$ cat src/rtl/xlc_pkg.sv
package xlc_pkg;
  localparam int BYTE_W = 8;
  typedef logic [BYTE_W-1:0] byte_t;
endpackage

$ cat src/rtl/xlc_count_regs.sv
module xlc_count_regs
  import xlc_pkg::*;
#(
  parameter int CNT_W = 16,
  parameter int SEL_W = 1
) (
  input  logic             clk,
  input  logic             rst_n,
  input  logic             wr_valid,
  input  logic [SEL_W-1:0] wr_sel,
  input  byte_t            wr_data,
  input  logic             reload,
  input  logic             zero_live,
  output logic [CNT_W-1:0] wr_count,
  output logic [CNT_W-1:0] live_count
);
  localparam int NB = CNT_W / BYTE_W;

  for (genvar b = 0; b < NB; b++) begin : g_byte
    byte_t shadow_q;
    byte_t live_q;

    always_ff @(posedge clk) begin
      if (!rst_n) begin
        shadow_q <= '0;
        live_q   <= '0;
      end else begin
        if (wr_valid && wr_sel == SEL_W'(b))
          shadow_q <= wr_data;
        if (reload)
          live_q <= shadow_q;
        else if (zero_live)
          live_q <= '0;
      end
    end

    assign wr_count[b*BYTE_W +: BYTE_W]   = shadow_q;
    assign live_count[b*BYTE_W +: BYTE_W] = live_q;
  end
endmodule

$ cat src/rtl/xlc_len_calc.sv
module xlc_len_calc #(
  parameter int CNT_W   = 16,
  parameter int PEND_W  = 18,
  parameter int CMD_CAP = 32
) (
  input  logic [CNT_W-1:0]         count,
  input  logic                     cmd_mode,
  input  logic signed [PEND_W-1:0] pend,
  output logic [CNT_W:0]           eff
);
  localparam int LEN_W = CNT_W + 1;
  localparam int CW    = (LEN_W > PEND_W) ? LEN_W : PEND_W;

  logic [PEND_W-1:0] mag;
  logic [CW-1:0]     full;
  logic [CW-1:0]     cap;
  logic [CW-1:0]     pick;

  always_comb begin
    mag  = pend[PEND_W-1] ? (~pend + 1'b1) : pend;
    full = (count == '0) ? (CW'(1) << CNT_W) : CW'(count);
    cap  = cmd_mode ? CW'(CMD_CAP) : CW'(mag);
    pick = (full < cap) ? full : cap;
    eff  = LEN_W'(pick);
  end
endmodule

$ cat src/rtl/xlc_xfer_track.sv
module xlc_xfer_track #(
  parameter int CNT_W  = 16,
  parameter int PEND_W = 18
) (
  input  logic                     clk,
  input  logic                     rst_n,
  input  logic                     start,
  input  logic                     mode,
  input  logic [CNT_W:0]           eff_in,
  input  logic signed [PEND_W-1:0] pend_in,
  input  logic                     host_wr,
  input  logic                     ack_valid,
  input  logic [CNT_W:0]           ack_len,
  output logic                     ack_ready,
  output logic [CNT_W:0]           eff_len,
  output logic [CNT_W:0]           remaining,
  output logic signed [PEND_W-1:0] pend_out,
  output logic                     busy,
  output logic                     tc,
  output logic                     done,
  output logic                     finish
);
  logic [CNT_W:0]           rem_q, eff_q;
  logic signed [PEND_W-1:0] pend_q;
  logic                     busy_q, tc_q, done_q, to_dev_q, cmd_q;
  logic                     accept;
  logic signed [PEND_W-1:0] ack_ext;

  assign finish    = busy_q && (rem_q == '0);
  assign ack_ready = busy_q && (rem_q != '0);
  assign accept    = ack_valid && ack_ready;
  assign ack_ext   = PEND_W'(ack_len);

  always_ff @(posedge clk) begin
    if (!rst_n) begin
      rem_q    <= '0;
      eff_q    <= '0;
      pend_q   <= '0;
      busy_q   <= 1'b0;
      tc_q     <= 1'b0;
      done_q   <= 1'b0;
      to_dev_q <= 1'b0;
      cmd_q    <= 1'b0;
    end else begin
      done_q <= finish;
      if (host_wr)
        tc_q <= 1'b0;
      if (start) begin
        busy_q   <= 1'b1;
        rem_q    <= eff_in;
        eff_q    <= eff_in;
        pend_q   <= pend_in;
        to_dev_q <= pend_in[PEND_W-1];
        cmd_q    <= mode;
        tc_q     <= 1'b0;
      end else if (finish) begin
        busy_q <= 1'b0;
        tc_q   <= 1'b1;
      end else if (accept) begin
        rem_q <= (ack_len >= rem_q) ? '0 : rem_q - ack_len;
        if (!cmd_q)
          pend_q <= to_dev_q ? pend_q + ack_ext : pend_q - ack_ext;
      end
    end
  end

  assign eff_len   = eff_q;
  assign remaining = rem_q;
  assign pend_out  = pend_q;
  assign busy      = busy_q;
  assign tc        = tc_q;
  assign done      = done_q;
endmodule

$ cat src/rtl/xfer_len_counter.sv
module xfer_len_counter
  import xlc_pkg::*;
#(
  parameter int  CNT_W   = 16,
  parameter int  PEND_W  = 18,
  parameter int  CMD_CAP = 32,
  localparam int NB      = CNT_W / BYTE_W,
  localparam int SEL_W   = (NB > 1) ? $clog2(NB) : 1
) (
  input  logic                     clk,
  input  logic                     rst_n,
  input  logic                     host_wr_valid,
  input  logic [SEL_W-1:0]         host_wr_sel,
  input  logic [7:0]               host_wr_data,
  input  logic                     cmd_start,
  input  logic                     cmd_dma,
  input  logic                     cmd_xfer,
  input  logic                     cmd_mode,
  input  logic signed [PEND_W-1:0] pend_in,
  input  logic                     ack_valid,
  output logic                     ack_ready,
  input  logic [CNT_W:0]           ack_len,
  output logic [CNT_W-1:0]         live_count,
  output logic [CNT_W:0]           eff_len,
  output logic [CNT_W:0]           remaining,
  output logic signed [PEND_W-1:0] pend_out,
  output logic                     xfer_busy,
  output logic                     term_count,
  output logic                     xfer_done
);
  logic             reload, start, finish;
  logic [CNT_W-1:0] wr_count;
  logic [CNT_W:0]   eff_next;

  assign reload = cmd_start && cmd_dma;
  assign start  = reload && cmd_xfer;

  xlc_count_regs #(.CNT_W(CNT_W), .SEL_W(SEL_W)) u_regs (
    .clk        (clk),
    .rst_n      (rst_n),
    .wr_valid   (host_wr_valid),
    .wr_sel     (host_wr_sel),
    .wr_data    (host_wr_data),
    .reload     (reload),
    .zero_live  (finish),
    .wr_count   (wr_count),
    .live_count (live_count)
  );

  xlc_len_calc #(.CNT_W(CNT_W), .PEND_W(PEND_W), .CMD_CAP(CMD_CAP)) u_len (
    .count    (wr_count),
    .cmd_mode (cmd_mode),
    .pend     (pend_in),
    .eff      (eff_next)
  );

  xlc_xfer_track #(.CNT_W(CNT_W), .PEND_W(PEND_W)) u_track (
    .clk       (clk),
    .rst_n     (rst_n),
    .start     (start),
    .mode      (cmd_mode),
    .eff_in    (eff_next),
    .pend_in   (pend_in),
    .host_wr   (host_wr_valid),
    .ack_valid (ack_valid),
    .ack_len   (ack_len),
    .ack_ready (ack_ready),
    .eff_len   (eff_len),
    .remaining (remaining),
    .pend_out  (pend_out),
    .busy      (xfer_busy),
    .tc        (term_count),
    .done      (xfer_done),
    .finish    (finish)
  );
endmodule

$ cat config.mk
export PLATFORM = sky130hd
export DESIGN_NAME = xfer_len_counter
export DESIGN_NICKNAME = d
export VERILOG_FILES = /design/src/rtl/xlc_pkg.sv /design/src/rtl/xlc_count_regs.sv /design/src/rtl/xlc_len_calc.sv /design/src/rtl/xlc_xfer_track.sv /design/src/rtl/xfer_len_counter.sv
export SDC_FILE = /design/constraint.sdc
export NUM_CORES = 1
export LEC_CHECK = 0
export BUFFER_PORTS_ARGS = -buffer_cell sky130_fd_sc_hd__buf_2
export CORE_ASPECT_RATIO = 0.8
export CORE_MARGIN = 5
export CORE_UTILIZATION = 60
export CTS_CLUSTER_DIAMETER = 30
export DETAILED_ROUTE_END_ITERATION = 16
export GPL_TIMING_DRIVEN = 0
export PLACE_DENSITY = 0.84
export SYNTH_ARGS = -nofsm -noshare
export SYNTH_HDL_FRONTEND = slang
export SYNTH_SLANG_ARGS = --single-unit
$ cat constraint.sdc
create_clock -name clk -period 10.8 [get_ports clk]
set_input_delay 1.62 -clock clk [delete_from_list [all_inputs] [get_ports clk]]
set_output_delay 1.62 -clock clk [all_outputs]
set_load 0.005 [all_outputs]
Word-level counts from Yosys, hierarchy flattened
Cells that the tools add are included.
{ "classes": {"n_lt_le_gt_ge": 2, "n_reduce_logical": 17, "mux": 20, "n_eq_ne": 2, "bitwise": 3, "add_sub_neg": 4} }
{ "op_table": {"columns": ["cell", "count"], "rows": [
  ["two-way mux 18 bit", 7],
  ["two-way mux 17 bit", 6],
  ["two-way mux 8 bit", 3],
  ["adder 18 x 1 -> 18 bit (second input constant)", 1],
  ["adder 18 bit", 1],
  ["< comparator 17 x 18 -> 1 bit", 1],
  ["inverter 18 bit", 1],
  ["subtractor 18 bit", 1],
  [">= comparator 17 bit", 1],
  ["zero test 17 bit", 1],
  ["nonzero test 17 bit", 1],
  ["subtractor 17 bit", 1],
  ["zero test 16 bit", 1],
  ["nonzero test 2 bit", 4],
  ["logical AND 1 bit", 7],
  ["two-way mux 1 bit", 4],
  ["!= test 2 bit (second input constant)", 2],
  ["AND reduction 3 bit", 1],
  ["inverter 1 bit", 2],
  ["AND reduction 2 bit", 1],
  ["OR reduction 2 bit", 1]
]} }
{ "word_totals": {"input_bits": 52, "reg_bits": 89, "word_cells": 60} }

Logic depth before layout (Yosys ltp)
Gate-level depths: netlist (run 1).
{ "depth": {"ltp_word": 7, "mapped_depth": 18} }

Hierarchy
Synthesis (run 1) repeated with hierarchy kept, for this count alone.
{ "unflattened": {"cells_unflattened": 873, "area_unflattened_um2": 7066.8} }
{ "modules_own_cells": {"columns": ["mod", "cells_per_inst", "seq_area_each_um2", "n_inst", "area_each_um2"], "rows": [
  ["xlc_xfer_track", 571, 1141.1, 1, 4599.4],
  ["xlc_count_regs", 133, 640.6, 1, 1228.7],
  ["xlc_len_calc", 167, 0.0, 1, 1226.2],
  ["xfer_len_counter", 2, 0.0, 1, 12.5]
]} }

Worst setup path before layout (run 1)
Ideal clock, no wire load.
{ "synth_path": {"kind": "input-to-reg", "start": "input port pend_in[4]", "end": "register u_track.rem_q[3], in the netlist u_track.remaining[3]", "n_path_buf": 2, "setup_ns": 0.133, "cell_stages": 16, "slack_ns": 5.561, "arrival_ns": 5.106, "path_cell_list": "or3_1 buf_6 or4_4 o21ai_0 xor2_1 nor2_1 inv_1 ha_1 and4_1 a21oi_1 o211ai_1 a211oi_1 clkbuf_1 nor2_1 a31oi_1 a31oi_1"} }
{ "synth_between": {"elab_chain_len": 7} }
{ "synth_rtl": {"columns": ["element", "line_no", "rtl"], "rows": [
  ["start, declared", "xfer_len_counter.sv:19", "input logic signed [PEND_W-1:0] pend_in,"],
  ["inverter 18 bit", "xlc_len_calc.sv:20", "mag = pend[PEND_W-1] ? (~pend + 1'b1) : pend;"],
  ["adder 18 x 1 -> 18 bit", "xlc_len_calc.sv:20", null],
  ["two-way mux 18 bit (*)", "xlc_len_calc.sv:20", null],
  ["two-way mux 18 bit (*)", "xlc_len_calc.sv:22", "cap = cmd_mode ? CW'(CMD_CAP) : CW'(mag);"],
  ["< comparator 17 x 18 -> 1 bit (*)", "xlc_len_calc.sv:23", "pick = (full < cap) ? full : cap;"],
  ["two-way mux 17 bit (*)", "xlc_len_calc.sv:23", null],
  ["two-way mux 17 bit (*)", "xlc_xfer_track.sv:48", "if (start) begin"],
  ["end signal, assigned", "xlc_xfer_track.sv:50", "rem_q <= eff_in;"],
  ["end signal, assigned", "xlc_xfer_track.sv:60", "rem_q <= (ack_len >= rem_q) ? '0 : rem_q - ack_len;"],
  ["end, declared", "xlc_xfer_track.sv:23", "logic [CNT_W:0] rem_q, eff_q;"]
]} }
Every way passes the cells marked *; elsewhere a longest branch is shown, timed or not.
A chain may end at the register's enable or synchronous reset.

Worst setup path in the final report (run 1)
{ "layout_path": {"start": "input port pend_in[4]", "end": "register u_track.rem_q[7], in the netlist u_track.remaining[7]"} }
{ "layout_between": {"elab_chain_len": 7} }
{ "layout_rtl": {"columns": ["element", "line_no"], "rows": [
  ["inverter 18 bit", "xlc_len_calc.sv:20"],
  ["adder 18 x 1 -> 18 bit", "xlc_len_calc.sv:20"],
  ["two-way mux 18 bit (*)", "xlc_len_calc.sv:20"],
  ["two-way mux 18 bit (*)", "xlc_len_calc.sv:22"],
  ["< comparator 17 x 18 -> 1 bit", "xlc_len_calc.sv:23"],
  ["two-way mux 17 bit (*)", "xlc_len_calc.sv:23"],
  ["two-way mux 17 bit (*)", "xlc_xfer_track.sv:48"]
]} }
Marked as above.

==> results of run 1 <==
[logic make-up after synthesis]
family | Yosys count | synth area share
buffers and inverters | 106 | 0.0633
adders and majority gates | 54 | 0.105
AOI/OAI and AO/OA | 258 | 0.254
muxes | 12 | 0.0186
and+or+nand+nor | 303 | 0.219
xor gates and xnor gates | 53 | 0.0704
DFF | 89 | 0.270
[placed cells by master (no fill, tap or decap), types with 3 or more instances in the layout]
master / count
a21o_1: 8
clkinv_8: 3
buf_2: 124
a31oi_1: 28
nor4_1: 13
o2111ai_1: 4
buf_1: 6
or3_1: 7
a21oi_1: 86
ha_1: 52
nor2b_1: 7
and4_1: 3
or2_2: 5
xnor2_1: 39
nand4_1: 4
and2_1: 6
nand2_1: 105
nor3_1: 8
o21ai_0: 48
o21a_1: 6
a311oi_1: 9
a211oi_1: 12
clkbuf_16: 9
a41oi_1: 3
dfxtp_1: 89
o211ai_1: 12
o31ai_1: 5
and3_1: 7
clkbuf_1: 54
xor2_1: 14
o21ai_1: 3
nand3_1: 57
nand2b_1: 8
nor2_1: 60
mux2i_1: 10
inv_1: 39
[flip-flops by register name, indices dropped and copies added, names as in the netlist, 16 cells and up]
signal	cells
u_regs.g_byte.live_q	16
u_regs.g_byte.shadow_q	16
u_track.eff_len	17
u_track.pend_out	18
u_track.remaining	17
[worst min-delay path by stage]
stage | start | end | slack, ps
after global routing | u_track.eff_len[7] | u_track.eff_len[7] | 480
after floorplan | u_track.eff_len[10] | u_track.eff_len[10] | 450
after global placement | u_track.eff_len[7] | u_track.eff_len[7] | 450
after CTS | u_track.eff_len[7] | u_track.eff_len[7] | 460
final | u_track.eff_len[12] | u_track.eff_len[12] | 460
after detailed placement | u_track.eff_len[7] | u_track.eff_len[7] | 450
[critical path, stage by stage]
cell      delay [ps]
buf_2            130
or3_1            390
buf_6            150
or4_4            570
o21ai_0          210
xor2_1           100
nor2_1           410
inv_1             90
ha_1             320
and4_1           250
a21oi_1          160
o211ai_1         130
a211oi_1         630
clkbuf_1         400
nor2_1           200
a31oi_1          450
a31oi_1          170
[layout make-up]
type / count / area share
clock inverter: 7 / 0.0112
clock buffer: 9 / 0.0292
multi-input combinational: 680 / 0.571
timing repair buffer: 122 / 0.0793
inverter: 41 / 0.0200
antenna: 1 / 0.000325
tap: 144 / 0.0234
sequential: 89 / 0.231
buffer: 65 / 0.0343
[layer usage]
| metal | up-vias | part of all wire | global-route usage |
|---|---|---|---|
| met5 | - | 0 | 0 |
| met4 | 0 | 0.022 | 0.0827 |
| met3 | 60 | 0.13 | 0.0828 |
| met2 | 509 | 0.42 | 0.480 |
| met1 | 3481 | 0.42 | 0.497 |
| li1 | 3429 | - | - |
[stage by stage]
step | total power, mW | util | worst slack (ps) | hold WS, ps
after floorplan | 0.535 | - | 5560 | 453
after detailed placement | 0.618 | 0.684 | 4580 | 448
final | 0.942 | 0.713 | 4630 | 463
after global placement | 0.614 | 0.684 | 4640 | 448
after CTS | 0.930 | 0.713 | 4880 | 459
after global routing | 0.975 | 0.713 | 4550 | 477
[power by group]
| group | switching [mW] | total (mW) | internal, mW |
|---|---|---|---|
| sequential | 0.0173 | 0.360 | 0.342 |
| clock | 0.155 | 0.320 | 0.165 |
| combinational | 0.163 | 0.262 | 0.0990 |
| total | 0.336 | 0.942 | 0.606 |
==> flow_summary.json, run 1 <==
{
  "status": "completed",
  "grt_pass1_wl_um": 35600,
  "yosysWarnings": 0,
  "cts.clk_slew.worst_paths_ps": 70,
  "syn_area_per_cell_um2": 7.54,
  "syn_nets": 981,
  "viasPerCell": 6.46,
  "tns_ps": 0,
  "slew_viol_final": 0,
  "routedWlPerCell_um": 19.8,
  "hold_viol_final": 0,
  "antenna_found_initial": 1,
  "layout.cells.non_filler": 1158,
  "synth-edff-count": 0,
  "place_hpwl_um": 17800,
  "nets": 1114,
  "r2r-start": "u_track.to_dev_q",
  "hold_class": "reg -> reg",
  "area_delta_synth_final_pct": 16.7,
  "cp.arrival_ps": 6380,
  "final.period_utilization": 0.572,
  "die_y_um": 104,
  "drc_errors": 0,
  "r2r_end": "u_track.pend_out[17]",
  "core_area_mm2": 0.0108,
  "std_cell_rows": 34,
  "synthTopCellsByArea": "dfxtp_1 27%, ha_1 9.9%, a21oi_1 6.5%",
  "setup_viol": 0,
  "wirelength_um": 22900,
  "grt_max_degree": 20,
  "synth_seq_cells": 89,
  "synthFlopType": "dfxtp_1",
  "power.leakage_nw": 3.29,
  "min_period_ps": 6170,
  "grt_use_total": 0.334,
  "vias": 7479,
  "tightest_slew_ps": 781,
  "end_kind": "flop",
  "clock_sinks": 89,
  "overflow": 0,
  "drive_gt1_frac": 0.158,
  "place.gp.congestion": 1.01,
  "numCtsBuffers": 9,
  "critPathLaunch": "pend_in[4]",
  "rsz0062_at_grt": "no",
  "required_ps": 11000,
  "vdd_ir_drop_max_v": 0.0000729,
  "drtPass1Iterations": 6,
  "cts_hold_buffers": 0,
  "dp_cells": 1141,
  "syn_area_mm2": 0.00660,
  "max_freq_mhz": 162,
  "min_path_cells": 2,
  "start_util": 0.611,
  "port_buffers": 122,
  "cts_resized": 0,
  "pin_count": 124,
  "grt_pass1_vias": 6718,
  "yosysMostFrequentCell": "nand2_1",
  "worst-path-max-fanout": 10,
  "yosysTopAreaCell": "dfxtp_1",
  "multi_input_area_mm2": 0.00440,
  "drv_cap": 0,
  "die_w_um": 127,
  "detail-route-antenna-nets": 0,
  "postSynth.asyncResetShare": 0,
  "power.density_mw_per_mm2": 122,
  "synth.distinct_cells": 74,
  "relSlewSlack": 0.474,
  "fill_cells": 915,
  "die_area_mm2": 0.0132,
  "cts-root-buf": "clkbuf_16",
  "synth_cells": 875,
  "stdcell_area_mm2": 0.00770,
  "yosysSeqAreaShare": 0.270,
  "regArea_mm2": 0.00178,
  "ys_top_cells_by_count": "105 x nand2_1, 89 x dfxtp_1, 86 x a21oi_1",
  "synth_top_area_frac": 0.270,
  "start_kind": "input port",
  "critPathKind": "in -> reg",
  "r2r_slack_ps": 6990,
  "dpl_cell_area_mm2": 0.00739,
  "final.setup_skew_ps": 9.63,
  "drt_iter0_markers": 1055,
  "post_cts_buffers": 0,
  "setup.worst_path.end": "u_track.remaining[7]",
  "r2r_cells": 12,
  "clk_latency_ps": 350,
  "cts_tree": "built",
  "ctsHtreeMaxLevel": 3,
  "cts_max_path_buffers": 2
}
Power figures use the tool's default switching activity.
==> run 2, diff against run 1 <==
- ABC_AREA: not set -> 1
- CORE_UTILIZATION: 60 -> 58
- PLACE_DENSITY: 0.84 -> 0.81
- clock period: 10.8 -> 5.8 ns (I/O delays scaled with it)
==> run 2 against run 1 <==
Net effect: die area is 12% higher; critical path depth is 3 higher; first-iteration DRC count is 26% lower; final cell count is 27% higher; total power is 110% higher; largest power group unchanged; global-route usage is 0.39 points lower; register-to-register slack worse by 4600 ps; synthesized cell count is 33% higher; critical endpoint is now u_track.pend_out[17].
==> flow_summary.json, run 2 <==
{
  "status": "completed",
  "synth-edff-count": 0,
  "vdd_ir_drop_max_v": 0.000159,
  "die_w_um": 135,
  "syn_area_per_cell_um2": 6.23,
  "synth.distinct_cells": 40,
  "switching_share": 0.373,
  "n_antenna_cell": 0,
  "area_delta_synth_final_pct": 15.5,
  "crit_top_cell": "nand3_1",
  "grt_pass1_vias": 7463,
  "syn_area_mm2": 0.00723,
  "clk_latency_ps": 360,
  "rsz0062_at_grt": "no",
  "post_cts_buffers": 0,
  "yosysSeqAreaShare": 0.246,
  "viasPerCell": 5.64,
  "setup_viol": 0,
  "synth_seq_cells": 89,
  "numCtsBuffers": 9,
  "final.setup_skew_ps": 6.06,
  "port_buffers": 120,
  "drc_errors": 0,
  "drive_gt1_frac": 0.148,
  "tightest_slew_ps": 949,
  "cp.arrival_ps": 4310,
  "required_ps": 6040,
  "start_util": 0.592,
  "largest_reg_flops": 18,
  "cts-root-buf": "clkbuf_16",
  "power.leakage_nw": 4.44,
  "pin_count": 124,
  "dp_cells": 1452,
  "relSlewSlack": 0.361,
  "cp_cell_sequence": "buf_2 > inv_1 > ha_1 > inv_1 > nor2_1 > nand3_1 > nor3_1 > nand3_1 > nor3_1 > or2_2 > xor2_1 > ha_1 > a21oi_1 > o21ai_0 > a21oi_1 > nand3_1 > inv_1 > nand2_1 > nand3_1 > a21oi_1",
  "min-delay-start": "u_track.eff_len[13]",
  "pwr-share-clk": 0.322,
  "yosysWarnings": 0,
  "ys_top_cells_by_count": "261 x nand2_1, 157 x nand3_1, 137 x inv_1",
  "final_common_cell": "nand2_1",
  "r2r_end": "u_track.pend_out[10]",
  "syn_nets": 1267,
  "tns_ps": 0,
  "cts_max_path_buffers": 2,
  "place.gp.congestion": 0.985,
  "setup.worst_path.end": "u_track.pend_out[17]",
  "start_kind": "input port",
  "r2r_slack_ps": 2410,
  "min_period_ps": 4060,
  "internal_power_mw": 1.22,
  "routedWlPerCell_um": 16.7,
  "slew_viol_final": 0,
  "cts.clk_slew.worst_paths_ps": 70,
  "cts_tree": "built",
  "cts_hold_buffers": 0,
  "overflow": 0,
  "yosysTopAreaCell": "dfxtp_1",
  "p_switching_uw": 723,
  "mostFrequentLayoutCells": "261 x nand2_1, 157 x nand3_1, 137 x inv_1",
  "cp.depth": 20,
  "die_area_mm2": 0.0148,
  "place_hpwl_um": 19800,
  "drv_cap": 0,
  "end_kind": "flop",
  "vias": 8283,
  "cp_num_buf_inv": 4,
  "grt_use_total": 0.330,
  "std_cell_rows": 36,
  "synth_cells": 1161,
  "synth_top_area_frac": 0.246,
  "critPathKind": "in -> reg",
  "grt_pass1_wl_um": 38100,
  "layout.cells.non_filler": 1468,
  "wirelength_um": 24500,
  "drtPass1Iterations": 5,
  "worst-path-max-fanout": 6,
  "synthFlopType": "dfxtp_1",
  "drt_iter0_markers": 785,
  "path_delay_family": "simple AND/OR/NAND/NOR gates",
  "nets": 1398,
  "holdWs_ps": 467,
  "r2r-start": "u_track.to_dev_q",
  "cp_slowest_cell": "ha_1",
  "postSynth.asyncResetShare": 0,
  "clock_sinks": 89,
  "antenna_found_initial": 0,
  "power.density_mw_per_mm2": 232,
  "max_freq_mhz": 246,
  "r2r_cells": 14,
  "core_area_mm2": 0.0122,
  "final.period_utilization": 0.700,
  "hold_viol_final": 0,
  "p_seq_frac": 0.353,
  "synthTopCellsByArea": "dfxtp_1 25%, nand2_1 14%, nand3_1 11%",
  "comb_power_share": 0.324,
  "critPathLaunch": "ack_len[1]",
  "min_path_cells": 2,
  "max_stage_delay_ps": 340,
  "grt_max_degree": 18,
  "cts_resized": 0,
  "hold_class": "reg -> reg",
  "die_y_um": 110,
  "yosysMostFrequentCell": "nand2_1",
  "ctsHtreeMaxLevel": 3,
  "detail-route-antenna-nets": 0
}
==> run 2: stage by stage <==
stage	cell area [µm²]	total power [mW]	setup WS, ps	utilization
2_1_floorplan	7230	1.12	2400	-
3_3_place_gp	8040	1.30	1440	0.659
3_5_place_dp	8040	1.31	1530	0.659
4_1_cts	8350	1.93	1890	0.684
5_1_grt	8350	2.04	1480	0.684
6_report	8350	1.94	1740	0.684
==> run 2: logic make-up (layout without fill, tap and decap cells) <==
group	Yosys count	count (layout)	share of synthesized area
AND/OR/NAND/NOR	578	578	0.359
AO/OA/AOI/OAI	215	215	0.153
buffers and inverters	198	334	0.114
flip-flops	89	89	0.246
adder cells (fa/ha/maj)	54	54	0.0955
XOR/XNOR	27	27	0.0327
==> run 2: area by class of cell <==
| class | instances | area [µm²] |
|---|---|---|
| Buffer | 55 | 285 |
| Clock inverter | 7 | 83.8 |
| Tap cell | 171 | 214 |
| Timing Repair Buffer | 120 | 601 |
| Clock buffer | 9 | 225 |
| Fill cell | 1148 | 3850 |
| Inverter | 143 | 537 |
| Sequential cell | 89 | 1780 |
| Multi-Input combinational cell | 874 | 4630 |
==> run 2: routing by layer <==
metal,track usage,up-vias,routed length [µm]
li1,-,4068,-
met1,0.457,3823,11100
met2,0.527,357,10800
met3,0.0640,35,2060
met4,0.0923,0,497
met5,0,-,0
==> run 2: worst min path at each step <==
stage / to / slack, ps
final: u_track.eff_len[13] / 470
after global routing: u_track.eff_len[11] / 480
after CTS: u_track.eff_len[13] / 470
after detailed placement: u_track.eff_len[13] / 460
after global placement: u_track.eff_len[12] / 450
after floorplan: u_track.tc / 460
==> run 2: worst min-delay path: cells and delay by family, from the launching register on <==
family,cells,cell delay (ps)
compound gates,1,60
flops,1,310
simple gates,1,60
==> run 2: power by group through the flow <==
stage,clock (mW),sequential [mW],combinational [mW]
floorplan,0,0.689,0.430
global placement,0,0.697,0.603
detailed placement,0,0.697,0.611
CTS,0.629,0.684,0.616
global route,0.653,0.689,0.703
finish,0.625,0.685,0.629
==> run 3, diff against run 2 <==
- CORE_UTILIZATION: 58 -> 52
- PLACE_DENSITY: 0.81 -> 0.77
- clock period: 5.8 -> 3.34 ns (I/O delays scaled with it)
==> run 3 against run 2 <==
Net effect: count of clock-buffer cells in the layout stayed put; final cell count is 0.61% higher; total power is 72% higher; largest power group unchanged; via count is 2.4% lower.
==> flow_summary.json, run 3 (same netlist as run 2, synthesis figures left out) <==
{
  "die_w_um": 142,
  "cts_max_path_buffers": 2,
  "final_util": 0.617,
  "clk_latency_ps": 360,
  "detail-route-antenna-nets": 0,
  "max_freq_mhz": 309,
  "grt_pass1_vias": 7352,
  "clock_sinks": 89,
  "area_delta_synth_final_pct": 16.1,
  "ctsHtreeMaxLevel": 3,
  "place.gp.congestion": 0.993,
  "setup_viol": 0,
  "drc_errors": 0,
  "p_seq_frac": 0.357,
  "tightest_slew_ps": 719,
  "std_cell_rows": 38,
  "worst-path-max-fanout": 5,
  "cp.arrival_ps": 3530,
  "min_path_cells": 4,
  "hold_viol_final": 0,
  "core_area_mm2": 0.0136,
  "tns_ps": 0,
  "power.leakage_nw": 4.45,
  "worstHoldEndpoint": "u_track.tc",
  "required_ps": 3630,
  "die_area_mm2": 0.0164,
  "drtPass1Iterations": 6,
  "viasPerCell": 5.47,
  "numCtsBuffers": 9,
  "regArea_mm2": 0.00178,
  "holdWs_ps": 435,
  "grt_max_degree": 17,
  "hold_class": "in -> reg",
  "drv_cap": 0,
  "min-delay-start": "host_wr_valid",
  "pwr-share-clk": 0.317,
  "final_common_cell": "nand2_1",
  "end_kind": "flop",
  "power.density_mw_per_mm2": 398,
  "grt_pass1_wl_um": 38700,
  "wirelength_um": 24700,
  "drt_iter0_markers": 707,
  "mostFrequentLayoutCells": "261 x nand2_1, 156 x nand3_1, 136 x inv_1",
  "layout_setup_ws_ps": 100,
  "start_kind": "input port",
  "port_buffers": 120,
  "drive_gt1_frac": 0.154,
  "internal_power_mw": 2.11,
  "slew_viol_final": 0,
  "r2r-start": "u_track.to_dev_q",
  "grt_use_total": 0.301,
  "antenna_found_initial": 1,
  "cts_hold_buffers": 0,
  "start_util": 0.532,
  "final.period_utilization": 0.970,
  "comb_power_share": 0.327,
  "cts_tree": "built",
  "r2r_cells": 15,
  "cts_resized": 4,
  "pin_count": 124,
  "n_antenna_cell": 0,
  "r2r_end": "u_track.pend_out[16]",
  "overflow": 0,
  "r2r_slack_ps": 390,
  "multi_input_area_mm2": 0.00466,
  "fill_cells": 1395,
  "relSlewSlack": 0.521,
  "place_hpwl_um": 20400,
  "dp_slack_ps": -556,
  "status": "completed",
  "largest_reg_flops": 18,
  "p_switching_mw": 1.23,
  "switching_share": 0.369,
  "vdd_ir_drop_max_v": 0.000287,
  "cts-root-buf": "clkbuf_16",
  "vias": 8081,
  "cts.clk_slew.worst_paths_ps": 70,
  "nets": 1398,
  "critPathKind": "in -> reg",
  "post_cts_buffers": 0,
  "min_period_ps": 3240,
  "rsz0062_at_grt": "yes",
  "routedWlPerCell_um": 16.7,
  "final.setup_skew_ps": 9.59,
  "total_power_mw": 3.34,
  "die_y_um": 115
}
-- run 3: cell types whose count changed in the layout (fill, tap and decap cells not counted), sizes merged --
cell and change:
clkinv +2, clkinvlp -1, inv -1
-- run 3: critical path, stage by stage --
cell	delay (ps)
buf_2	170
inv_1	140
ha_1	190
inv_1	50
nor2_2	150
nand3_2	120
nor3_4	170
nand3_1	140
nor3_2	160
nand3_1	120
nand3_1	90
nand2_1	80
ha_1	360
nand2_1	130
nor3_2	200
and2_1	190
nand3_1	80
nand3_1	170
inv_1	60
nand2_1	60
nand3_1	70
a21oi_1	150
-- run 3: metal layers --
metal	GRT usage	vias to the layer above	wire length, µm
li1	-	4086	-
met4	0.0639	2	333
met1	0.429	3646	11500
met5	0	-	8
met2	0.480	320	10700
met3	0.0520	27	2050
-- run 3: how the worst max path moves through the flow --
stage                     from                   end  slack [ps]  cells after the start
global route        ack_len[0]  u_track.pend_out[17]        -100                     22
global placement    ack_len[1]  u_track.pend_out[17]        -610                     22
CTS                 ack_len[0]  u_track.pend_out[17]          20                     19
finish              ack_len[0]  u_track.pend_out[17]         100                     22
detailed placement  ack_len[1]  u_track.pend_out[17]        -560                     22
floorplan           ack_len[1]  u_track.pend_out[17]         310                     21
-- run 3: cell type report --
type                    instances  share of cell area
clock inverters                 7             0.00924
clock buffers                   9              0.0268
inverters                     143              0.0640
multi-input cells             874               0.555
plain buffers                  55              0.0340
repair buffers                120              0.0716
well taps                     180              0.0268
flip-flops and latches         89               0.212
-- run 3: stage by stage --
step,std cells,area (µm²)
finish,1477,8390
global route,1477,8390
CTS,1477,8370
detailed placement,1461,8060
global placement,1461,8060
floorplan,1161,7230
-- run 3: power groups by stage --
stage | Sequential, mW | Clock [mW] | Combinational, mW
6_report | 1.19 | 1.06 | 1.09
5_1_grt | 1.20 | 1.12 | 1.23
4_1_cts | 1.19 | 1.07 | 1.07
3_5_place_dp | 1.21 | 0 | 1.07
3_3_place_gp | 1.21 | 0 | 1.06
2_1_floorplan | 1.20 | 0 | 0.746
